### config.mk
export PLATFORM = sky130hd
export DESIGN_NAME = adsr_env
export DESIGN_NICKNAME = d
export VERILOG_FILES = /design/src/rtl/adsr_pkg.sv /design/src/rtl/adsr_timer.sv /design/src/rtl/adsr_step.sv /design/src/rtl/adsr_outsat.sv /design/src/rtl/adsr_env.sv
export SDC_FILE = /design/constraint.sdc
export NUM_CORES = 1
export LEC_CHECK = 0
export ABC_AREA = 1
export BUFFER_PORTS_ARGS = -buffer_cell sky130_fd_sc_hd__clkbuf_2
export CORE_MARGIN = 2
export CORE_UTILIZATION = 34
export DETAILED_ROUTE_END_ITERATION = 10
export GPL_TIMING_DRIVEN = 0
export PLACE_DENSITY_LB_ADDON = 0.05
export SLEW_MARGIN = 20
export SYNTH_ARGS = -nofsm -noshare
export SYNTH_HDL_FRONTEND = slang
export SYNTH_SLANG_ARGS = --single-unit
### constraint.sdc
create_clock -name clk -period 8.54 [get_ports clk]
set_input_delay 1.708 -clock clk [delete_from_list [all_inputs] [get_ports clk]]
set_output_delay 1.708 -clock clk [all_outputs]
set_load 0.01 [all_outputs]
### src/rtl/adsr_pkg.sv
package adsr_pkg;
    typedef enum logic [1:0] {
        ST_ATTACK  = 2'd0,
        ST_DECAY   = 2'd1,
        ST_SUSTAIN = 2'd2,
        ST_RELEASE = 2'd3
    } env_state_t;
endpackage

### src/rtl/adsr_timer.sv
module adsr_timer #(
    parameter int TMR_W = 12,
    parameter int DIV   = 3,
    parameter int SHW   = $clog2(TMR_W + 1)
) (
    input  logic           clk,
    input  logic           rst_n,
    input  logic           sample_en,
    output logic           tick_o,
    output logic [SHW-1:0] shift_o,
    output logic [1:0]     low2_o
);
    localparam int DIV_W = $clog2(DIV);

    logic [DIV_W-1:0] div_q;
    logic [TMR_W-1:0] tmr_q;

    assign tick_o = sample_en && (div_q == DIV_W'(DIV - 1));
    assign low2_o = tmr_q[1:0];

    always_ff @(posedge clk or negedge rst_n) begin
        if (!rst_n) begin
            div_q <= '0;
            tmr_q <= '0;
        end else if (sample_en) begin
            div_q <= tick_o ? '0 : div_q + 1'b1;
            if (tick_o) tmr_q <= tmr_q + 1'b1;
        end
    end

    // lowest set bit position plus one, 0 for an all-zero counter
    always_comb begin
        shift_o = '0;
        for (int i = TMR_W - 1; i >= 0; i--) begin
            if (tmr_q[i]) shift_o = SHW'(i + 1);
        end
    end


    tick_gap_chk: assert property (@(posedge clk) disable iff (!rst_n)
        tick_o |=> !tick_o);
endmodule

### src/rtl/adsr_step.sv
module adsr_step #(
    parameter int RATE_W = 5,
    parameter int SHW    = 4
) (
    input  logic              tick_i,
    input  logic [RATE_W-1:0] rate_i,
    input  logic [RATE_W-1:0] ksv_i,
    input  logic [SHW-1:0]    shift_i,
    input  logic [1:0]        low2_i,
    output logic [2:0]        step_o,
    output logic              ratemax_o
);
    localparam int EW = RATE_W + 2;

    logic [EW-1:0] raw;
    logic [5:0]    eff;
    logic [3:0]    quarter;
    logic [3:0]    phase_sum;
    logic          row_bit;
    logic [4:0]    hi_step;
    logic [2:0]    lo_step;

    always_comb begin
        raw       = EW'({rate_i, 1'b0}) + EW'(ksv_i);
        eff       = (raw > EW'(63)) ? 6'd63 : raw[5:0];
        quarter   = eff[5:2];
        phase_sum = 4'(32'(quarter) + 32'(shift_i));
        unique case (eff[1:0])
            2'd0: row_bit = 1'b0;
            2'd1: row_bit = (low2_i == 2'd0);
            2'd2: row_bit = !low2_i[0];
            2'd3: row_bit = (low2_i != 2'd3);
        endcase
        hi_step = 5'(row_bit) + 5'(quarter) - 5'd11;
        unique case (phase_sum)
            4'd12:   lo_step = 3'd1;
            4'd13:   lo_step = {2'b0, eff[1]};
            4'd14:   lo_step = {2'b0, eff[0]};
            default: lo_step = 3'd0;
        endcase
        if (!tick_i || rate_i == '0)  step_o = 3'd0;
        else if (eff < 6'd48)          step_o = lo_step;
        else if (hi_step > 5'd4)       step_o = 3'd4;
        else                           step_o = hi_step[2:0];
        ratemax_o = (eff[5:1] == 5'h1F);
    end
endmodule

### src/rtl/adsr_outsat.sv
module adsr_outsat #(
    parameter int LVL_W = 10,
    parameter int TL_W  = 7,
    parameter int AM_W  = 7
) (
    input  logic             clk,
    input  logic             rst_n,
    input  logic [LVL_W-1:0] level_i,
    input  logic [TL_W-1:0]  tl_i,
    input  logic [AM_W-1:0]  am_i,
    output logic [LVL_W-1:0] atten_o
);
    localparam int SW = LVL_W + 3;

    logic [SW-1:0] total;

    assign total = SW'(level_i) + (SW'(tl_i) << 3) + SW'(am_i);

    always_ff @(posedge clk or negedge rst_n) begin
        if (!rst_n) atten_o <= '1;
        else        atten_o <= (total > SW'({LVL_W{1'b1}})) ? '1 : total[LVL_W-1:0];
    end
endmodule

### src/rtl/adsr_env.sv
module adsr_env
    import adsr_pkg::*;
#(
    parameter int LVL_W  = 10,
    parameter int RATE_W = 5,
    parameter int RR_W   = 4,
    parameter int SL_W   = 4,
    parameter int TL_W   = 7,
    parameter int AM_W   = 7,
    parameter int TMR_W  = 12
) (
    input  logic              clk,
    input  logic              rst_n,
    input  logic              sample_en,
    input  logic              key_on,
    input  logic [RATE_W-1:0] atk_rate,
    input  logic [RATE_W-1:0] dec_rate,
    input  logic [RATE_W-1:0] sus_rate,
    input  logic [RR_W-1:0]   rel_rate,
    input  logic [SL_W-1:0]   sus_lvl,
    input  logic [1:0]        key_scale,
    input  logic [RATE_W-1:0] key_code,
    input  logic [TL_W-1:0]   total_lvl,
    input  logic [AM_W-1:0]   am_ofs,
    output logic [LVL_W-1:0]  atten_o
);
    localparam int SHW = $clog2(TMR_W + 1);
    localparam int AW  = LVL_W + 6;
    localparam int SLX = SL_W + 1;

    env_state_t        state_q, nxt_state;
    logic [LVL_W-1:0]  level_q, nxt_level;
    logic              kon_q;
    logic [RATE_W-1:0] ksv_q;

    logic              tick;
    logic [SHW-1:0]    shift;
    logic [1:0]        low2;
    logic [2:0]        step;
    logic              ratemax;
    logic              rising;
    logic              near_silent;
    logic [RATE_W-1:0] rate_sel;
    logic [SLX-1:0]    sl_exp;
    logic [AW-1:0]     base, inc;
    logic signed [AW-1:0] lv_s, neg_s, sh_s, atk_s;

    adsr_timer #(.TMR_W(TMR_W), .DIV(3), .SHW(SHW)) u_timer (
        .clk       (clk),
        .rst_n     (rst_n),
        .sample_en (sample_en),
        .tick_o    (tick),
        .shift_o   (shift),
        .low2_o    (low2)
    );

    adsr_step #(.RATE_W(RATE_W), .SHW(SHW)) u_step (
        .tick_i    (tick),
        .rate_i    (rate_sel),
        .ksv_i     (ksv_q),
        .shift_i   (shift),
        .low2_i    (low2),
        .step_o    (step),
        .ratemax_o (ratemax)
    );

    adsr_outsat #(.LVL_W(LVL_W), .TL_W(TL_W), .AM_W(AM_W)) u_out (
        .clk     (clk),
        .rst_n   (rst_n),
        .level_i (level_q),
        .tl_i    (total_lvl),
        .am_i    (am_ofs),
        .atten_o (atten_o)
    );

    assign rising      = key_on && !kon_q;
    assign near_silent = &level_q[LVL_W-1:4];
    assign sl_exp      = (&sus_lvl) ? '1 : SLX'(sus_lvl);

    // state register
    always_ff @(posedge clk or negedge rst_n) begin
        if (!rst_n) begin
            state_q <= ST_RELEASE;
            level_q <= '1;
            kon_q   <= 1'b0;
            ksv_q   <= '0;
        end else if (sample_en) begin
            state_q <= nxt_state;
            level_q <= nxt_level;
            kon_q   <= key_on;
            ksv_q   <= key_code >> (key_scale ^ 2'b11);
        end
    end

    // rate selection, increments and transitions
    always_comb begin
        if (rising) rate_sel = atk_rate;
        else begin
            unique case (state_q)
                ST_ATTACK:  rate_sel = atk_rate;
                ST_DECAY:   rate_sel = dec_rate;
                ST_SUSTAIN: rate_sel = sus_rate;
                ST_RELEASE: rate_sel = RATE_W'({rel_rate, 1'b1});
            endcase
        end

        lv_s  = signed'(AW'(level_q));
        neg_s = ~lv_s;
        sh_s  = neg_s <<< step;
        atk_s = sh_s >>> 5;

        nxt_state = state_q;
        base      = AW'(level_q);
        inc       = '0;
        if (rising) begin
            nxt_state = ST_ATTACK;
            if (ratemax) base = '0;
        end else begin
            unique case (state_q)
                ST_ATTACK: begin
                    if (level_q == '0)                 nxt_state = ST_DECAY;
                    else if (step != 3'd0 && !ratemax) inc = atk_s;
                end
                ST_DECAY: begin
                    if (level_q[LVL_W-1:4] == (LVL_W-4)'({sl_exp, 1'b0}))
                        nxt_state = ST_SUSTAIN;
                    else if (!near_silent && step != 3'd0)
                        inc = AW'(1) << (step - 3'd1);
                end
                ST_SUSTAIN, ST_RELEASE: begin
                    if (!near_silent && step != 3'd0)
                        inc = AW'(1) << (step - 3'd1);
                end
            endcase
            if (!key_on) nxt_state = ST_RELEASE;
            if (state_q != ST_ATTACK && near_silent) begin
                nxt_state = ST_RELEASE;
                base      = AW'({LVL_W{1'b1}});
            end
        end
        nxt_level = LVL_W'(base + inc);
    end


    silence_force_chk: assert property (@(posedge clk) disable iff (!rst_n)
        (sample_en && !rising && state_q != ST_ATTACK && near_silent)
        |=> (level_q == '1 && state_q == ST_RELEASE));


    ratemax_kon_chk: assert property (@(posedge clk) disable iff (!rst_n)
        (sample_en && rising && ratemax) |=> (level_q == '0 && state_q == ST_ATTACK));


    idle_hold_chk: assert property (@(posedge clk) disable iff (!rst_n)
        !sample_en |=> ($stable(state_q) && $stable(level_q)));


    keyoff_rel_chk: assert property (@(posedge clk) disable iff (!rst_n)
        (sample_en && !key_on) |=> state_q == ST_RELEASE);


    step_on_tick_chk: assert property (@(posedge clk) disable iff (!rst_n)
        (step != 3'd0) |-> tick);


    level_rise_chk: assert property (@(posedge clk) disable iff (!rst_n)
        (sample_en && key_on && !rising && state_q != ST_ATTACK)
        |=> level_q >= $past(level_q));


    out_floor_chk: assert property (@(posedge clk) disable iff (!rst_n)
        1'b1 |=> atten_o >= $past(level_q));
endmodule

# Word-level counts from Yosys, hierarchy flattened
# Index checks and enable logic that the tools add are counted.
# classes
addsub	10
bitwise_logic	2
eq_ne	16
n_shift	3
mux	38
div_mod_pow	0
n_lt_le_gt_ge	4
n_mul	0
reduce_logical	23
# op_table
op	n
$mux W10	9
$mux W4	12
$pmux W10 S3	1
$pmux W5 S4	1
$not A10 Y16	1
$sshl A16 B3 Y15	1
$add A13 B7 Y13	1
$gt A13 B10 Y1 const B	1
$add A12 B1 Y12 const B	1
$eq A4 B4 Y1 const B	3
$mux W2	6
$add A10 B10 Y11	1
$add A10 B10 Y10	1
$eq A2 B2 Y1 const B	5
$logic_not A10 Y1	1
$mux W5	2
$ne A5 B5 Y1 const B	2
$shl A1 B3 Y10 const A	1
$mux W3	3
$reduce_and A4 Y1	2
$add A6 B5 Y7	1
$gt A7 B6 Y1 const B	1
$eq A6 B6 Y1	1
$logic_not A2 Y1	3
other kinds (26)	35
# word_totals
romBits	0
ff_bits	42
elab_cells	103
latch_bits	0
ram_bits	0
memories	0

# Depth between registers and ports, before layout
# depth
ltp_word	24
depth_mapped	49
mapped_depth_nobuf	47

# Cells and area by module
# Synthesis repeated with hierarchy kept, for this count alone.
# hier_totals
hier_cells	682
hier_area_um2	4669.5
# modules_own_cells
mod	cells_each	n_inst	seq_area_each_um2	area_per_inst_um2
adsr_env	346	1	465.4	2133.3
adsr_outsat	139	1	262.8	1099.8
adsr_timer	98	1	350.3	827.0
adsr_step	99	1	0.0	609.3

# Least setup slack after synthesis
# OpenSTA, ideal clock, no wires.
# synth_timing
kind	input-to-reg
startpoint	input key_on
endpoint	register level_q[8]
path_buffers	1
t_required_ps	8461
cell_stages	46
setup_time_ps	79
arrival_time_ps	6530
setup_slack_ps	1931
path_cell_list	nand2_2 -> nand2_8 -> nor2_1 -> nand2_1 -> nand2_1 -> inv_1 -> ha_1 -> nand3_1 -> nand3_1 -> nand2_1 -> nand2_1 -> nand3_4 -> inv_1 -> nor2_1 -> inv_1 -> ha_1 -> nand3_1 -> nand3_1 -> [10 not listed] -> buf_6 -> nand2_2 -> nand3_1 -> nand3_1 -> nand3_1 -> a21boi_1 -> ha_1 -> inv_1 -> fa_1 -> o31ai_1 -> and2_1 -> nor2_1 -> nor2_1 -> nor2_1 -> o21bai_1 -> a21oi_1 -> xor2_1 -> o21ai_0
# synth_via
elab_chain_cells	20
elab_cells_between_ends	41
cone_classes	add/sub (6); order compare (3); eq/ne (7); shift (2); mux (15); reduce/logical (8)
# synth_lines
element	line_no	source
start: declaration	adsr_env.sv:15	input logic key_on,
$logic_and A1 B1 Y1 *	adsr_env.sv:76	assign rising = key_on && !kon_q;
$mux W5	adsr_env.sv:97	if (rising) rate_sel = atk_rate;
$add A6 B5 Y7	adsr_step.sv:24	raw = EW'({rate_i, 1'b0}) + EW'(ksv_i);
$gt A7 B6 Y1	adsr_step.sv:25	eff = (raw > EW'(63)) ? 6'd63 : raw[5:0];
$mux W6	adsr_step.sv:25	
$eq A2 B2 Y1 (tied with other cells)	adsr_step.sv:28	unique case (eff[1:0])
$pmux W1 S4	adsr_step.sv:28	
$add A1 B4 Y5	adsr_step.sv:34	hi_step = 5'(row_bit) + 5'(quarter) - 5'd11;
[4 not listed]	--	
$mux W3	adsr_step.sv:41	if (!tick_i || rate_i == '0) step_o = 3'd0;
$sub A3 B1 Y3 or $reduce_bool A3 Y1 (tied branches)	--	
$shl A1 B3 Y10 (tied with other cells)	adsr_env.sv:128, adsr_env.sv:132	
$mux W10, on equally long branches	adsr_env.sv:127, adsr_env.sv:131, adsr_env.sv:122	
$mux W10, on equally long branches	adsr_env.sv:125, adsr_env.sv:121	
$pmux W10 S3	adsr_env.sv:119	unique case (state_q)
$mux W10	adsr_env.sv:115	if (rising) begin
$add A10 B10 Y10 *	adsr_env.sv:141	nxt_level = LVL_W'(base + inc);
end signal: assignment	adsr_env.sv:89	level_q <= nxt_level;
end: declaration	adsr_env.sv:32	logic [LVL_W-1:0] level_q, nxt_level;
# Mark *: on every way between the ends. The rest lies on a longest branch, timed or not.
# A chain may end at the register's enable or synchronous reset.

# Final worst setup path
# Same ends and word-level chain as after synthesis.

==> results.py <==
metrics = {
    "cts": {
        "cts_buffer_depth": 2,
        "postCtsHoldBufs": 0,
        "h-tree-depth": 2,
        "cts.clk_slew.worst_paths_ns": 0.06,
        "clock-sinks": 42,
        "tritoncts": "done",
        "clockRootBuffer": "clkbuf_16",
        "cts_buffers": 5,
        "post_cts_resized": 0,
        "clkLatencyLatePin_ns": 0.30,
        "postCtsSetupBuffers": 0,
    },
    "sta": {
        "holdWs_ns": 0.507,
        "tns_ns": 0,
        "slew-limit-headroom_pct": 57.9,
        "drv_slew": 0,
        "fin_crit_sh_pct": 85.6,
        "max_clock_freq_mhz": 137,
        "post-route-min-period_ns": 7.31,
        "tightest_slew_ns": 0.631,
        "hold_viol_final": 0,
        "setup_ws_ns": 1.23,
        "fin_skew_ns": 0.00405,
        "setup_viol": 0,
        "rsz0062_at_grt": "false",
    },
    "yosys": {
        "synth_top_area_share_pct": 13.0,
        "yosys_warnings": 0,
        "synth-main-ff-cell": "dfstp_2",
        "synth_top_area_cell": "dfstp_2",
        "syn_avg_cell_area_um2": 6.89,
        "synth_cell_types": 47,
        "synth_nets": 732,
        "ys_seq_area_share_pct": 24.3,
        "synthArstFlopShare_pct": 100,
        "synth.most_common_cell": "nand2_1",
        "syn_area_um2": 4440,
        "ys_ff_latch": 42,
        "synth_edf_count": 0,
        "synth_area_leaders": "dfstp_2, dfrtp_1, nand2_1, ha_1, inv_1",
        "syn_inst": 644,
        "synth_commonest_cells": "nand2_1, inv_1, nor2_1, nand3_1, o21ai_0",
    },
    "global_route": {
        "grtUsageTotal_pct": 17.0,
        "grt_pass1_vias": 4006,
        "grt_overflow": 0,
        "grt_max_degree": 43,
        "antenna_found_initial": 0,
        "grt_pass1_wl_mm": 19.2,
    },
    "critical_path": {
        "crit_path_frequent_cell": "nand3_1",
        "crit_fanout": 10,
        "critical-path-max-stage-delay_ns": 0.41,
        "r2r_setup_slack_ns": 2.18,
        "critPathCaptureType": "flop",
        "worstSetupStartpointType": "input pin",
        "required_ns": 8.77,
        "criticalPathCategory": "in2reg",
        "arrival_ns": 7.54,
        "crit_slowest_cell": "fa_1",
    },
    "job": {
        "cap_violations": 0,
    },
    "route": {
        "drtIter0Drc": 251,
        "vias_per_cell": 4.77,
        "ant_nets": 0,
        "first_pass_iters": 4,
        "vias": 4198,
        "wl_per_cell_um": 13.0,
        "drcViolationCount": 0,
        "routed_wl_mm": 11.4,
    },
    "place": {
        "hpwl_mm": 9.31,
        "gp_congestion": 0.887,
        "place_ws_ns": 0.869,
        "place_area_um2": 4930,
        "dp_cells": 872,
        "numPortBuffers": 56,
    },
    "die": {
        "io_pins": 58,
        "die_y_um": 118,
        "die_area_um2": 14000,
        "start_util_pct": 35.0,
        "die_w_um": 118,
        "coreArea_um2": 12700,
        "row_count": 41,
    },
    "final_layout": {
        "drive_gt1_share_pct": 19.6,
        "post-route-util_pct": 40.3,
        "fin_cells": 880,
        "fill_cells": 1369,
        "diodes": 0,
        "fin_area_um2": 5100,
        "area_delta_synth_final_pct": 15.0,
        "final_nets": 795,
    },
    "run_status": {
        "status": "finished clean",
    },
    "worst_hold_path": {
        "hp-class": "reg2reg",
    },
    "pwr": {
        "vdd_drop_max_uv": 92.7,
        "cellLeakagePower_nw": 2.67,
        "power.total_mw": 1.57,
        "power_density_nw_per_um2": 307,
    },
}
## kinds of logic after synthesis
group                    Yosys count  synth area share, %
multiplexers                       2                0.451
adder cells (fa/ha/maj)           40                 12.1
buffers and inverters            123                 11.4
flip-flops                        42                 24.3
AO/OA/AOI/OAI                    103                 13.5
AND/OR/NAND/NOR                  311                 33.5
XOR/XNOR                          23                 4.71
## layout by cell type, fill, tap and decap left out, drive strengths merged, types with 2 or more instances in the layout
cell     instances
nand2          144
inv            112
nor2            75
nand3           67
clkbuf          67
o21ai           37
a21oi           37
ha              35
dfstp           22
dfrtp           20
xor2            16
nand4           10
a31oi            8
xnor2            7
nor3             7
o21bai           6
fa               5
buf              5
o31ai            4
nor4             3
o211ai           2
nand3b           2
o2111ai          2
a21boi           2
and2             2
mux2i            2
## power by group
part           leakage (nW)  internal, mW  switching (mW)
registers             0.462         0.308          0.0774
clock network        0.0771         0.138          0.0875
logic                  2.14         0.368           0.588
total                  2.67         0.815           0.753
## cell type report
cell class	count	area, um2	share of cell area (%)
well taps	172	215	4.22
clock inverters	2	37.5	0.736
repair buffers	56	283	5.54
multi-input cells	479	2850	55.9
inverters	113	439	8.61
clock buffers	6	129	2.53
flip-flops and latches	42	1080	21.1
plain buffers	10	67.6	1.32
## critical path: cells and delay by family
family,cells,cell delay (ns)
and+or+nand+nor,29,2.85
adders and majority gates,4,1.27
AOI/OAI and AO/OA,5,0.84
buffers and inverters,8,0.72
xor gates and xnor gates,1,0.15
## layer usage
metal  up-vias  wire [um]  track usage [%]
li1       2223          -                -
met1      1893       5780             23.3
met2        76       5140             27.8
met3         6        438             3.67
met4         0         89             3.16
met5         -          0                0
## final timing paths
path,start,endpoint,cells after the start
setup / recovery,key_on,level_q[8],47
hold / removal,ksv_q[1],ksv_q[1],2
setup reg to reg,state_q[1],level_q[8],48
hold reg to reg,ksv_q[1],ksv_q[1],2
max in group asynchronous,rst_n,ksv_q[3],1
min in group asynchronous,rst_n,u_timer.tmr_q[3],1
## state kept, by name, indices dropped and copies added, names as in the netlist
register	cells
level_q	10
u_out.atten_o	10
u_timer.tmr_q	12
ksv_q	5
kon_q	1
state_q	2
u_timer.div_q	2
No activity file was read; power rests on OpenSTA's default activity.
